[src/rtl/uart_rx_pkg.sv]
// Shared types and helpers for the UART frame receiver.
// Assumes data lengths of 5..8 bits encoded on a 2-bit code.
package uart_rx_pkg;

    typedef enum logic [2:0] {
        RXS_IDLE,   // waiting for a falling edge
        RXS_START,  // confirming the start bit at mid-period
        RXS_DATA,   // shifting in data bits
        RXS_PAR,    // sampling the parity bit
        RXS_STOP,   // sampling the first stop bit
        RXS_STOP2,  // extra stop check for 1.5 / 2 stop bits
        RXS_BRK,    // checking for a break after a low stop bit
        RXS_HOLD    // waiting for the line to return high
    } rx_state_e;

    // Number of data bits for a length code.
    function automatic logic [3:0] data_bits(input logic [1:0] code);
        return {2'b00, code} + 4'd5;
    endfunction

    // Stop bits counted for character time (1.5 rounds up to 2).
    function automatic logic [3:0] stop_bits(input logic [1:0] code);
        return code[1] ? 4'd2 : 4'd1;
    endfunction

endpackage

[src/rtl/uart_rx_input.sv]
// Input stage: selects the pin or the local transmit line, applies the
// optional inversion and synchronises the result into the clock domain.
// Assumes the inputs are asynchronous; the output resets to idle (high).
module uart_rx_input #(
    parameter int SYNC_STAGES = 2
) (
    input  logic clk,
    input  logic rst_n,
    input  logic rxd_pin,
    input  logic tx_line,
    input  logic cfg_inv,
    input  logic cfg_loop,
    output logic line_o
);
    logic raw_lvl;
    logic [SYNC_STAGES-1:0] sync_q;

    // Source selection followed by level inversion.
    always_comb raw_lvl = (cfg_loop ? tx_line : rxd_pin) ^ cfg_inv;

    generate
        if (SYNC_STAGES == 1) begin : g_one
            // Single capture flop.
            always_ff @(posedge clk) begin
                if (!rst_n) sync_q <= '1;
                else        sync_q <= raw_lvl;
            end
        end else begin : g_chain
            // Shift the level through the synchroniser chain.
            always_ff @(posedge clk) begin
                if (!rst_n) sync_q <= '1;
                else        sync_q <= {sync_q[SYNC_STAGES-2:0], raw_lvl};
            end
        end
    endgenerate

    assign line_o = sync_q[SYNC_STAGES-1];
endmodule

[src/rtl/uart_rx_frame.sv]
// Frame decoder: confirms the start bit, samples data, parity and stop bits
// at mid-period and reports the character with its error flags and breaks.
// Assumes a synchronised idle-high line and cfg_div >= 4.
module uart_rx_frame
    import uart_rx_pkg::*;
#(
    parameter int DIV_W  = 20,
    parameter int DATA_W = 8
) (
    input  logic              clk,
    input  logic              rst_n,
    input  logic              line_i,
    input  logic [DIV_W-1:0]  cfg_div,
    input  logic [1:0]        cfg_len,
    input  logic              cfg_par_en,
    input  logic              cfg_par_odd,
    input  logic [1:0]        cfg_stop,
    output logic [DATA_W-1:0] data_o,
    output logic              valid_o,
    output logic              par_err_o,
    output logic              frm_err_o,
    output logic              break_o,
    output logic              busy_o
);
    localparam int IDX_W = $clog2(DATA_W);

    rx_state_e          st;
    logic [DIV_W-1:0]   cnt;
    logic [IDX_W-1:0]   idx;
    logic [DATA_W-1:0]  shreg;
    logic               pbit;
    logic [DIV_W-1:0]   half_pt, last_pt, stop2_pt;
    logic [3:0]         nbits;
    logic               par_exp;

    // Sample points within a bit period and per-format values.
    always_comb begin
        half_pt  = cfg_div >> 1;
        last_pt  = cfg_div - 1'b1;
        stop2_pt = (cfg_stop == 2'd3) ? last_pt
                                      : (cfg_div >> 1) + (cfg_div >> 2) - 1'b1;
        nbits    = data_bits(cfg_len);
        par_exp  = cfg_par_odd ? ~^shreg : ^shreg;
    end

    // Frame state machine with the bit-period counter and output registers.
    always_ff @(posedge clk) begin
        if (!rst_n) begin
            st <= RXS_IDLE; cnt <= '0; idx <= '0; shreg <= '0; pbit <= 1'b0;
            data_o <= '0; valid_o <= 1'b0; par_err_o <= 1'b0;
            frm_err_o <= 1'b0; break_o <= 1'b0;
        end else begin
            valid_o <= 1'b0;
            break_o <= 1'b0;
            unique case (st)
                RXS_IDLE: begin
                    cnt <= '0;
                    if (!line_i) st <= RXS_START;
                end
                RXS_START: begin
                    if (cnt == half_pt) begin
                        cnt <= '0; idx <= '0; shreg <= '0; pbit <= 1'b0;
                        st  <= line_i ? RXS_IDLE : RXS_DATA;
                    end else cnt <= cnt + 1'b1;
                end
                RXS_DATA: begin
                    if (cnt == last_pt) begin
                        cnt <= '0;
                        shreg[idx] <= line_i;
                        if ({1'b0, idx} == nbits - 4'd1)
                            st <= cfg_par_en ? RXS_PAR : RXS_STOP;
                        else idx <= idx + 1'b1;
                    end else cnt <= cnt + 1'b1;
                end
                RXS_PAR: begin
                    if (cnt == last_pt) begin
                        cnt <= '0; pbit <= line_i; st <= RXS_STOP;
                    end else cnt <= cnt + 1'b1;
                end
                RXS_STOP: begin
                    if (cnt == last_pt) begin
                        cnt <= '0;
                        if (!line_i || !cfg_stop[1]) begin
                            valid_o   <= 1'b1;
                            data_o    <= shreg;
                            par_err_o <= cfg_par_en && (pbit != par_exp);
                            frm_err_o <= !line_i;
                            st        <= line_i ? RXS_IDLE : RXS_BRK;
                        end else st <= RXS_STOP2;
                    end else cnt <= cnt + 1'b1;
                end
                RXS_STOP2: begin
                    if (cnt == stop2_pt) begin
                        cnt       <= '0;
                        valid_o   <= 1'b1;
                        data_o    <= shreg;
                        par_err_o <= cfg_par_en && (pbit != par_exp);
                        frm_err_o <= !line_i;
                        st        <= line_i ? RXS_IDLE : RXS_HOLD;
                    end else cnt <= cnt + 1'b1;
                end
                RXS_BRK: begin
                    if (cnt == last_pt) begin
                        cnt <= '0;
                        break_o <= !line_i;
                        st <= RXS_HOLD;
                    end else cnt <= cnt + 1'b1;
                end
                RXS_HOLD: begin
                    if (line_i) st <= RXS_IDLE;
                end
                default: st <= RXS_IDLE;
            endcase
        end
    end

    assign busy_o = (st != RXS_IDLE);


    valid_pulse_chk: assert property (@(posedge clk) disable iff (!rst_n)
        valid_o |=> !valid_o);

    break_has_frm_chk: assert property (@(posedge clk) disable iff (!rst_n)
        break_o |-> frm_err_o);

    break_not_with_valid_chk: assert property (@(posedge clk) disable iff (!rst_n)
        break_o |-> !valid_o);

    par_off_chk: assert property (@(posedge clk) disable iff (!rst_n)
        (valid_o && !$past(cfg_par_en)) |-> !par_err_o);
endmodule

[src/rtl/uart_rx_idle_timer.sv]
// Idle timer: after each completed character counts whole character times
// of idle receiver and pulses once when the programmed count is reached.
// Assumes char_bits >= 7 and cfg_div >= 4; a threshold of 0 never fires.
module uart_rx_idle_timer #(
    parameter int DIV_W = 20,
    parameter int THR_W = 7
) (
    input  logic             clk,
    input  logic             rst_n,
    input  logic             en,
    input  logic [THR_W-1:0] thr,
    input  logic [DIV_W-1:0] cfg_div,
    input  logic [3:0]       char_bits,
    input  logic             char_done,
    input  logic             busy,
    output logic             tout_o
);
    logic             armed;
    logic [DIV_W-1:0] cyc;
    logic [3:0]       bitc;
    logic [THR_W-1:0] chr;

    // Nested cycle / bit / character counters and the timeout strobe.
    always_ff @(posedge clk) begin
        if (!rst_n) begin
            armed <= 1'b0; cyc <= '0; bitc <= '0; chr <= '0; tout_o <= 1'b0;
        end else begin
            tout_o <= 1'b0;
            if (!en) begin
                armed <= 1'b0; cyc <= '0; bitc <= '0; chr <= '0;
            end else if (char_done) begin
                armed <= 1'b1; cyc <= '0; bitc <= '0; chr <= '0;
            end else if (!armed || busy) begin
                cyc <= '0; bitc <= '0; chr <= '0;
            end else if (cyc == cfg_div - 1'b1) begin
                cyc <= '0;
                if (bitc == char_bits - 4'd1) begin
                    bitc <= '0;
                    if ({1'b0, chr} + 1'b1 == {1'b0, thr}) begin
                        tout_o <= 1'b1; armed <= 1'b0; chr <= '0;
                    end else chr <= chr + 1'b1;
                end else bitc <= bitc + 1'b1;
            end else cyc <= cyc + 1'b1;
        end
    end


    tout_single_chk: assert property (@(posedge clk) disable iff (!rst_n)
        tout_o |=> !tout_o);

    tout_when_idle_chk: assert property (@(posedge clk) disable iff (!rst_n)
        tout_o |-> (!$past(busy) && $past(en)));
endmodule

[src/rtl/uart_frame_rx.sv]
// Top level of the configurable UART frame receiver: input selection and
// synchronisation, frame decoding, and the character-time idle timer.
// Assumes cfg_* are stable while a frame is in flight.
module uart_frame_rx
    import uart_rx_pkg::*;
#(
    parameter int DIV_W       = 20,
    parameter int THR_W       = 7,
    parameter int SYNC_STAGES = 2
) (
    input  logic             clk,
    input  logic             rst_n,
    input  logic             rxd_pin,
    input  logic             tx_line,
    input  logic [DIV_W-1:0] cfg_div,
    input  logic [1:0]       cfg_len,
    input  logic             cfg_par_en,
    input  logic             cfg_par_odd,
    input  logic [1:0]       cfg_stop,
    input  logic             cfg_inv,
    input  logic             cfg_loop,
    input  logic             cfg_tout_en,
    input  logic [THR_W-1:0] cfg_tout_thr,
    output logic [7:0]       rx_data,
    output logic             rx_valid,
    output logic             rx_par_err,
    output logic             rx_frm_err,
    output logic             rx_break,
    output logic             rx_tout
);
    logic       line_s;
    logic       busy;
    logic [3:0] char_bits;

    // Character length in bit periods for the idle timer.
    always_comb char_bits = 4'd1 + data_bits(cfg_len) + {3'b000, cfg_par_en}
                          + stop_bits(cfg_stop);

    uart_rx_input #(.SYNC_STAGES(SYNC_STAGES)) u_input (
        .clk(clk), .rst_n(rst_n), .rxd_pin(rxd_pin), .tx_line(tx_line),
        .cfg_inv(cfg_inv), .cfg_loop(cfg_loop), .line_o(line_s)
    );

    uart_rx_frame #(.DIV_W(DIV_W), .DATA_W(8)) u_frame (
        .clk(clk), .rst_n(rst_n), .line_i(line_s), .cfg_div(cfg_div),
        .cfg_len(cfg_len), .cfg_par_en(cfg_par_en), .cfg_par_odd(cfg_par_odd),
        .cfg_stop(cfg_stop), .data_o(rx_data), .valid_o(rx_valid),
        .par_err_o(rx_par_err), .frm_err_o(rx_frm_err), .break_o(rx_break),
        .busy_o(busy)
    );

    uart_rx_idle_timer #(.DIV_W(DIV_W), .THR_W(THR_W)) u_timer (
        .clk(clk), .rst_n(rst_n), .en(cfg_tout_en), .thr(cfg_tout_thr),
        .cfg_div(cfg_div), .char_bits(char_bits), .char_done(rx_valid),
        .busy(busy), .tout_o(rx_tout)
    );


    start_needs_low_chk: assert property (@(posedge clk) disable iff (!rst_n)
        $rose(busy) |-> !$past(line_s));

    tout_not_on_valid_chk: assert property (@(posedge clk) disable iff (!rst_n)
        rx_tout |-> !rx_valid);
endmodule

[config.mk]
export PLATFORM = sky130hd
export DESIGN_NAME = uart_frame_rx
export DESIGN_NICKNAME = d
export VERILOG_FILES = /design/src/rtl/uart_rx_pkg.sv /design/src/rtl/uart_rx_input.sv /design/src/rtl/uart_rx_frame.sv /design/src/rtl/uart_rx_idle_timer.sv /design/src/rtl/uart_frame_rx.sv
export SDC_FILE = /design/constraint.sdc
export NUM_CORES = 1
export LEC_CHECK = 0
export BUFFER_PORTS_ARGS = -buffer_cell sky130_fd_sc_hd__buf_2
export CORE_MARGIN = 4
export CORE_UTILIZATION = 68
export CTS_CLUSTER_DIAMETER = 40
export DETAILED_ROUTE_END_ITERATION = 6
export PLACE_DENSITY = 0.95
export SLEW_MARGIN = 20
export SYNTH_ARGS = -nofsm -noshare
export SYNTH_HDL_FRONTEND = slang
export SYNTH_SLANG_ARGS = --single-unit
export TNS_END_PERCENT = 1
[constraint.sdc]
create_clock -name clk -period 12.34 [get_ports clk]
set_clock_uncertainty 0.05 [all_clocks]
set_input_delay 1.234 -clock clk [delete_from_list [all_inputs] [get_ports clk]]
set_output_delay 1.234 -clock clk [all_outputs]
set_load 0.01 [all_outputs]
### Yosys cells after proc, flatten, opt, wreduce, memory -nomap -nowiden

Cells that the tools add are included.

* $add $sub $neg: 15
* order comparisons: 2
* equal/unequal tests: 28
* multiplexer cells: 60
* bitwise logic cells: 5
* reductions and logical operators: 31

Operator list (number)
* two-way mux 20 bit: 4
* one-hot mux 20 bit (4 select lines): 1
* == test 20 bit: 3
* two-way mux 3 bit: 16
* adder 20 x 1 -> 20 bit, second input constant: 2
* two-way mux 8 bit: 5
* subtractor 20 x 1 -> 20 bit, second input constant: 2
* one-hot mux 8 bit (2 select lines): 2
* one-hot mux 3 bit (8 select lines): 1
* adder 19 x 18 -> 20 bit: 1
* == test 20 x 19 -> 1 bit: 1
* two-way mux 1 bit: 20
* != test 2 x 1 -> 1 bit, second input constant: 8
* == test 3 bit, second input constant: 4
* AND reduction 4 bit: 3
* nonzero test 2 bit: 6
* AND reduction 3 bit: 3
* AND reduction 9 bit: 1
* adder 7 x 1 -> 8 bit, second input constant: 1
* bitwise mux 8 bit: 1
* == test 8 x 7 -> 1 bit: 1
* != test 2 bit, second input constant: 4
* one-hot mux 1 bit (2 select lines): 4
* OR reduction 4 bit: 2
* 34 further kinds: 45

* bits in registers: 82
* input bits: 40
* output and inout bits: 13
* word-level logic and storage cells: 157

### Longest topological paths before layout

* word-level depth: 10
* depth in mapped cells: 18
* mapped depth without buffers: 16

### Hierarchy

A second synthesis with hierarchy kept.

* cell total of the unflattened synthesis: 1163
* area total of the unflattened synthesis: 8828.5 um^2

By module, submodules not included
* uart_rx_frame: instances 1, cells each 825, area each 6118.4 um^2, sequential area each 940.9 um^2
* uart_rx_idle_timer: instances 1, cells each 321, area each 2552.4 um^2, sequential area each 660.6 um^2
* uart_frame_rx: instances 1, cells each 10, area each 80.1 um^2, sequential area each 0.0 um^2
* uart_rx_input: instances 1, cells each 7, area each 77.6 um^2, sequential area each 40.0 um^2

### Worst setup path after synthesis

Ideal clock, no wire load.

* kind: input-to-reg
* start point: input cfg_div[6]
* end point: register u_frame.cnt[15]
* library setup time: 0.131 ns
* arrival time: 4.930 ns
* required time: 12.159 ns
* path slack: 7.229 ns
* stages on the path: 17
* path buffers: 3
* cells stage by stage: clkbuf_1 -> inv_1 -> ha_1 -> inv_1 -> ha_1 -> o211ai_1 -> a21oi_1 -> or3_1 -> a31oi_1 -> xnor2_1 -> or4_1 -> nor4b_2 -> a21oi_1 -> clkbuf_1 -> clkbuf_1 -> o2111ai_1 -> o31ai_1

* cells in the longest elaborated chain, start to end: 6
* elaborated cells between the ends (all ways): 11
* those cells by class: add/sub (3); eq/ne (3); mux (5)

RTL lines
* start, declared: RTL line uart_frame_rx.sv:15 `input logic [DIV_W-1:0] cfg_div,`
* adder 19 x 18 -> 20 bit: RTL line uart_rx_frame.sv:41 `: (cfg_div >> 1) + (cfg_div >> 2) - 1'b1;`
* subtractor 20 x 1 -> 20 bit: RTL line uart_rx_frame.sv:41
* two-way mux 20 bit: RTL line uart_rx_frame.sv:40 `stop2_pt = (cfg_stop == 2'd3) ? last_pt`
* == test 20 bit: RTL line uart_rx_frame.sv:93 `if (cnt == stop2_pt) begin`
* two-way mux 20 bit: RTL line uart_rx_frame.sv:93
* one-hot mux 20 bit (4 select lines) *: RTL line uart_rx_frame.sv:55 `unique case (st)`
* end signal, assigned: RTL line uart_rx_frame.sv:64 `end else cnt <= cnt + 1'b1;`
* end signal, assigned: RTL line uart_rx_frame.sv:90 `end else cnt <= cnt + 1'b1;`
* end signal, assigned: RTL line uart_rx_frame.sv:100 `end else cnt <= cnt + 1'b1;`
* end, declared: RTL line uart_rx_frame.sv:28 `logic [DIV_W-1:0] cnt;`

Mark *: on every way between the ends. The rest lies on a longest branch, timed or not.
A chain may end at the register's enable or synchronous reset.

### Worst setup path after layout

* start point: input cfg_div[3]
* end point: register u_frame.data_o[7]

* cells in the longest elaborated chain, start to end: 6
* elaborated cells between the ends (all ways): 9
* those cells by class: add/sub (3); eq/ne (4); mux (1); reduce/logical (1)

RTL lines
* adder 19 x 18 -> 20 bit: RTL line uart_rx_frame.sv:41
* subtractor 20 x 1 -> 20 bit: RTL line uart_rx_frame.sv:41
* two-way mux 20 bit: RTL line uart_rx_frame.sv:40
* == test 20 bit: RTL line uart_rx_frame.sv:93
* != test 2 x 1 -> 1 bit (no line)
* AND reduction 4 bit (no line) *
* end signal, assigned: RTL line uart_rx_frame.sv:85 `data_o <= shreg;`
* end signal, assigned: RTL line uart_rx_frame.sv:96 `data_o <= shreg;`
* end, declared: RTL line uart_rx_frame.sv:18 `output logic [DATA_W-1:0] data_o,`

Marked as above.

==> run summary <==
Ys Warns = 0
Syn Inst Count = 1,150
Final Instance Count excl. Fillers = 1,320
register share of total power = 33.6%
slowest stage delay, CP = 0.93 ns
Worst path most repeated cell = inv_1
clk_lat worst skew = 0.35 ns
met3 track demand over resource = 7.82%
syn_area_per_cell = 7.40 um2
Max Fclk = 165 MHz
H-tree levels = 3
WL final = 25,700 um
crit-path cells = buf_2 -> inv_1 -> ha_1 -> inv_1 -> ha_1 -> inv_1 -> fa_1 -> nand2b_1 -> a21o_1 -> a2111oi_0 -> o31a_1 -> xnor2_1 -> nor3b_1 -> nor4b_2 -> nand4b_1 -> a21oi_1 -> mux2i_1
dpl ws = 6.11 ns
drt drc = 0
share of post-route cells with drive strength above 1 = 7.20%
core area = 12,100 um2
initial antenna violation count = 0
first-pass GRT wire length = 41,700 um
vias in the first global route = 8,179
Top-Level Pins = 53
Port-buffer cells = 52
Sink Count = 82
vias per cell = 6.70
cts repair resizes = 0
fill cell count = 962
First DRT Iteration DRCs = 1,152
RSZ-0062 raised after global routing = no
crit path DAT = 6.26 ns
Hold-fix buffers, CTS = 0
antenna-violating nets left = 0
slew margin rel. = 24.1%
status = completed
Clock Tree Buf Depth = 2
WP data required = 12.56 ns
Crit path buffers/inverters = 4
Leakage = 3.57 nW
Multi-input gate area = 6330 um2
Synth Register Bits = 82
WS Path Type = in2reg
Die ar. = 14,400 um2
P_sw = 0.270 mW
Pre-Repair DR Iteration Count = 6
Setup crit end kind = flop
Area Overhead vs Synth = 6.38%
setup ws final = 6.29 ns
Fin. Hold Viols = 0
Die Span Y = 120 um
num rows = 40
Crit-path slowest cell = a21oi_1
Top Usage Layer GRT = met2
Final #Nets = 1,251
ys async rst share = 0%
Tmin final = 6.05 ns
via count = 8,849
met1 Usage GRT = 48.7%
crit-path leading delay family = compound AO/OA/AOI/OAI gates
initial core utilization = 70.3%
Post-DP HPWL = 19,400 um
Pwr Density = 89.4 nW/um2
placed insts = 1,304
n_diodes = 0
switch share = 33.3%
Final TNS setup = 0 ns
period utilisation layout = 49.0%
Final Max Tran Viols = 0
worst hold slack = 0.358 ns
Post-synth EDFFs = 0
Syn Nets = 1,254
Mapped Area = 8520 um2
CTS buffer count = 9
Clock power frac = 36.0%
Avg WL per Cell = 19.5 um
Int Pwr = 0.540 mW
# setup viols final = 0
sequential area share after synthesis = 19.3%
Reg area = 1640 um2
total global routing overflow = 0
Crit Path Max Fanout = 9
pin count of the biggest net entering global routing = 40
Main synth FF type = dfxtp_1
Peak VDD IR = 0.0807 mV
startpoint types = input pin
MaxCap Viol Count = 0
Cell variety after synth = 79
worst hold path class = reg2reg
CTS Root Cell = clkbuf_16
GPL Wtd Cong = 1.10
met2 Use GR = 54.7%
Reg clk slew, reported paths = 0.06 ns
TritonCTS clock tree = yes
GRT Util Overall = 35.6%
Slew @ Worst Pin = 1.14 ns
Post-CTS Setup Bufs = 0
Die Wd = 120 um
Comb pwr share = 30.4%
-- worst paths after layout --
kind                                    end  depth (start not counted)                          from  slack [ns]
max          u_frame.data_o[7]$_SDFFE_PN0P_                         17                    cfg_div[3]        6.29
max reg2reg      u_frame.st[1]$_SDFFE_PN0P_                         10  u_frame.cnt[17]$_SDFFE_PN0P_        8.23
min            u_input.sync_q[1]$_SDFF_PN1_                          1  u_input.sync_q[0]$_SDFF_PN1_        0.36
min reg2reg    u_input.sync_q[1]$_SDFF_PN1_                          1  u_input.sync_q[0]$_SDFF_PN1_        0.36
-- final cells by class --
| class | instances | area share, % |
|---|---|---|
| Clock buffer | 10 | 2.53 |
| Clock inverter | 6 | 0.967 |
| Inverter | 75 | 3.11 |
| Multi-Input combinational cell | 924 | 69.8 |
| Sequential cell | 82 | 18.1 |
| Tap cell | 168 | 2.32 |
| Timing Repair Buffer | 55 | 3.12 |
-- cell families (layout without fill, tap and decap cells) --
logic type,Yosys count,after routing,share of synthesized area [%]
flops,82,82,19.3
simple gates,447,447,26.9
mux,17,17,2.03
compound gates,260,260,20.8
xor+xnor,136,136,14.8
fa+ha+maj,64,64,9.76
buf+inv,144,146,6.44
-- metrics by stage --
step / instance area, um2 / power [mW] / util [%]
3_5_place_dp: 8740 / 0.515 / 72.2
2_1_floorplan: 8520 / 0.454 / -
5_1_grt: 9060 / 0.846 / 74.8
4_1_cts: 9060 / 0.804 / 74.8
3_3_place_gp: 8740 / 0.509 / 72.2
6_report: 9060 / 0.810 / 74.8
-- cells in the mapped netlist, types with 4 or more instances --
| master | count | area [um2] |
|---|---|---|
| nand2_1 | 111 | 417 |
| nor4_1 | 10 | 62.6 |
| nand2b_1 | 17 | 106 |
| a211o_1 | 6 | 52.6 |
| dfxtp_1 | 82 | 1640 |
| mux2i_1 | 15 | 150 |
| nor3b_1 | 8 | 60.1 |
| a21oi_1 | 61 | 305 |
| xnor3_1 | 5 | 113 |
| a221oi_1 | 6 | 52.6 |
| a211oi_1 | 11 | 82.6 |
| buf_1 | 4 | 15.0 |
| nand4_1 | 28 | 175 |
| xor2_1 | 53 | 464 |
| inv_1 | 74 | 278 |
| and4_1 | 9 | 78.8 |
| nor2b_1 | 14 | 87.6 |
| o21ai_1 | 11 | 55.1 |
| a21o_1 | 9 | 67.6 |
| and2_1 | 20 | 125 |
| a2111oi_0 | 7 | 61.3 |
| o211ai_1 | 12 | 90.1 |
| o211a_1 | 5 | 50.1 |
| a311oi_1 | 5 | 43.8 |
| nor2_1 | 95 | 357 |
| fa_1 | 4 | 80.1 |
| o22ai_1 | 11 | 68.8 |
| nand4b_1 | 4 | 35.0 |
| o21ai_0 | 45 | 225 |
| nand3_1 | 52 | 260 |
| nor3_1 | 26 | 130 |
| a31oi_1 | 7 | 43.8 |
| and3_1 | 21 | 131 |
| or3_1 | 8 | 50.1 |
| o2111ai_1 | 11 | 96.3 |
| ha_1 | 60 | 751 |
| o31a_1 | 4 | 35.0 |
| o31ai_1 | 19 | 143 |
| or4_1 | 4 | 30.0 |
| xnor2_1 | 78 | 683 |
| clkbuf_1 | 61 | 229 |
-- registers in the layout, indices dropped and copies added, names as in the netlist, 2 cells and up --
register / count
u_frame.idx: 3
u_timer.cyc: 20
u_frame.shreg: 8
u_input.sync_q: 2
u_frame.data_o: 8
u_frame.st: 3
u_timer.bitc: 4
u_frame.cnt: 20
u_timer.chr: 7
-- cells in the final DEF, fill, tap and decap left out, types with 17 or more instances in the layout --
master    count
and3_1       21
o31ai_1      19
xor2_1       53
nand2b_1     17
inv_1        74
nand4_1      28
and2_1       20
xnor2_1      78
nor3_1       26
a21oi_1      61
nand3_1      52
o21ai_0      45
buf_2        52
ha_1         60
nor2_1       95
nand2_1     111
dfxtp_1      82
-- layer usage --
layer | vias to the layer above | wire length (um)
met1 | 4095 | 10600
met3 | 116 | 2850
met4 | 0 | 1150
li1 | 4100 | -
met5 | - | 0
met2 | 538 | 11100
-- power groups by stage --
stage / logic, mW / registers (mW) / clock network, mW
2_1_floorplan: 0.180 / 0.274 / 0
3_3_place_gp: 0.231 / 0.277 / 0
3_5_place_dp: 0.237 / 0.278 / 0
4_1_cts: 0.239 / 0.272 / 0.293
5_1_grt: 0.269 / 0.272 / 0.305
6_report: 0.246 / 0.272 / 0.291
No activity file was read; power rests on OpenSTA's default activity.
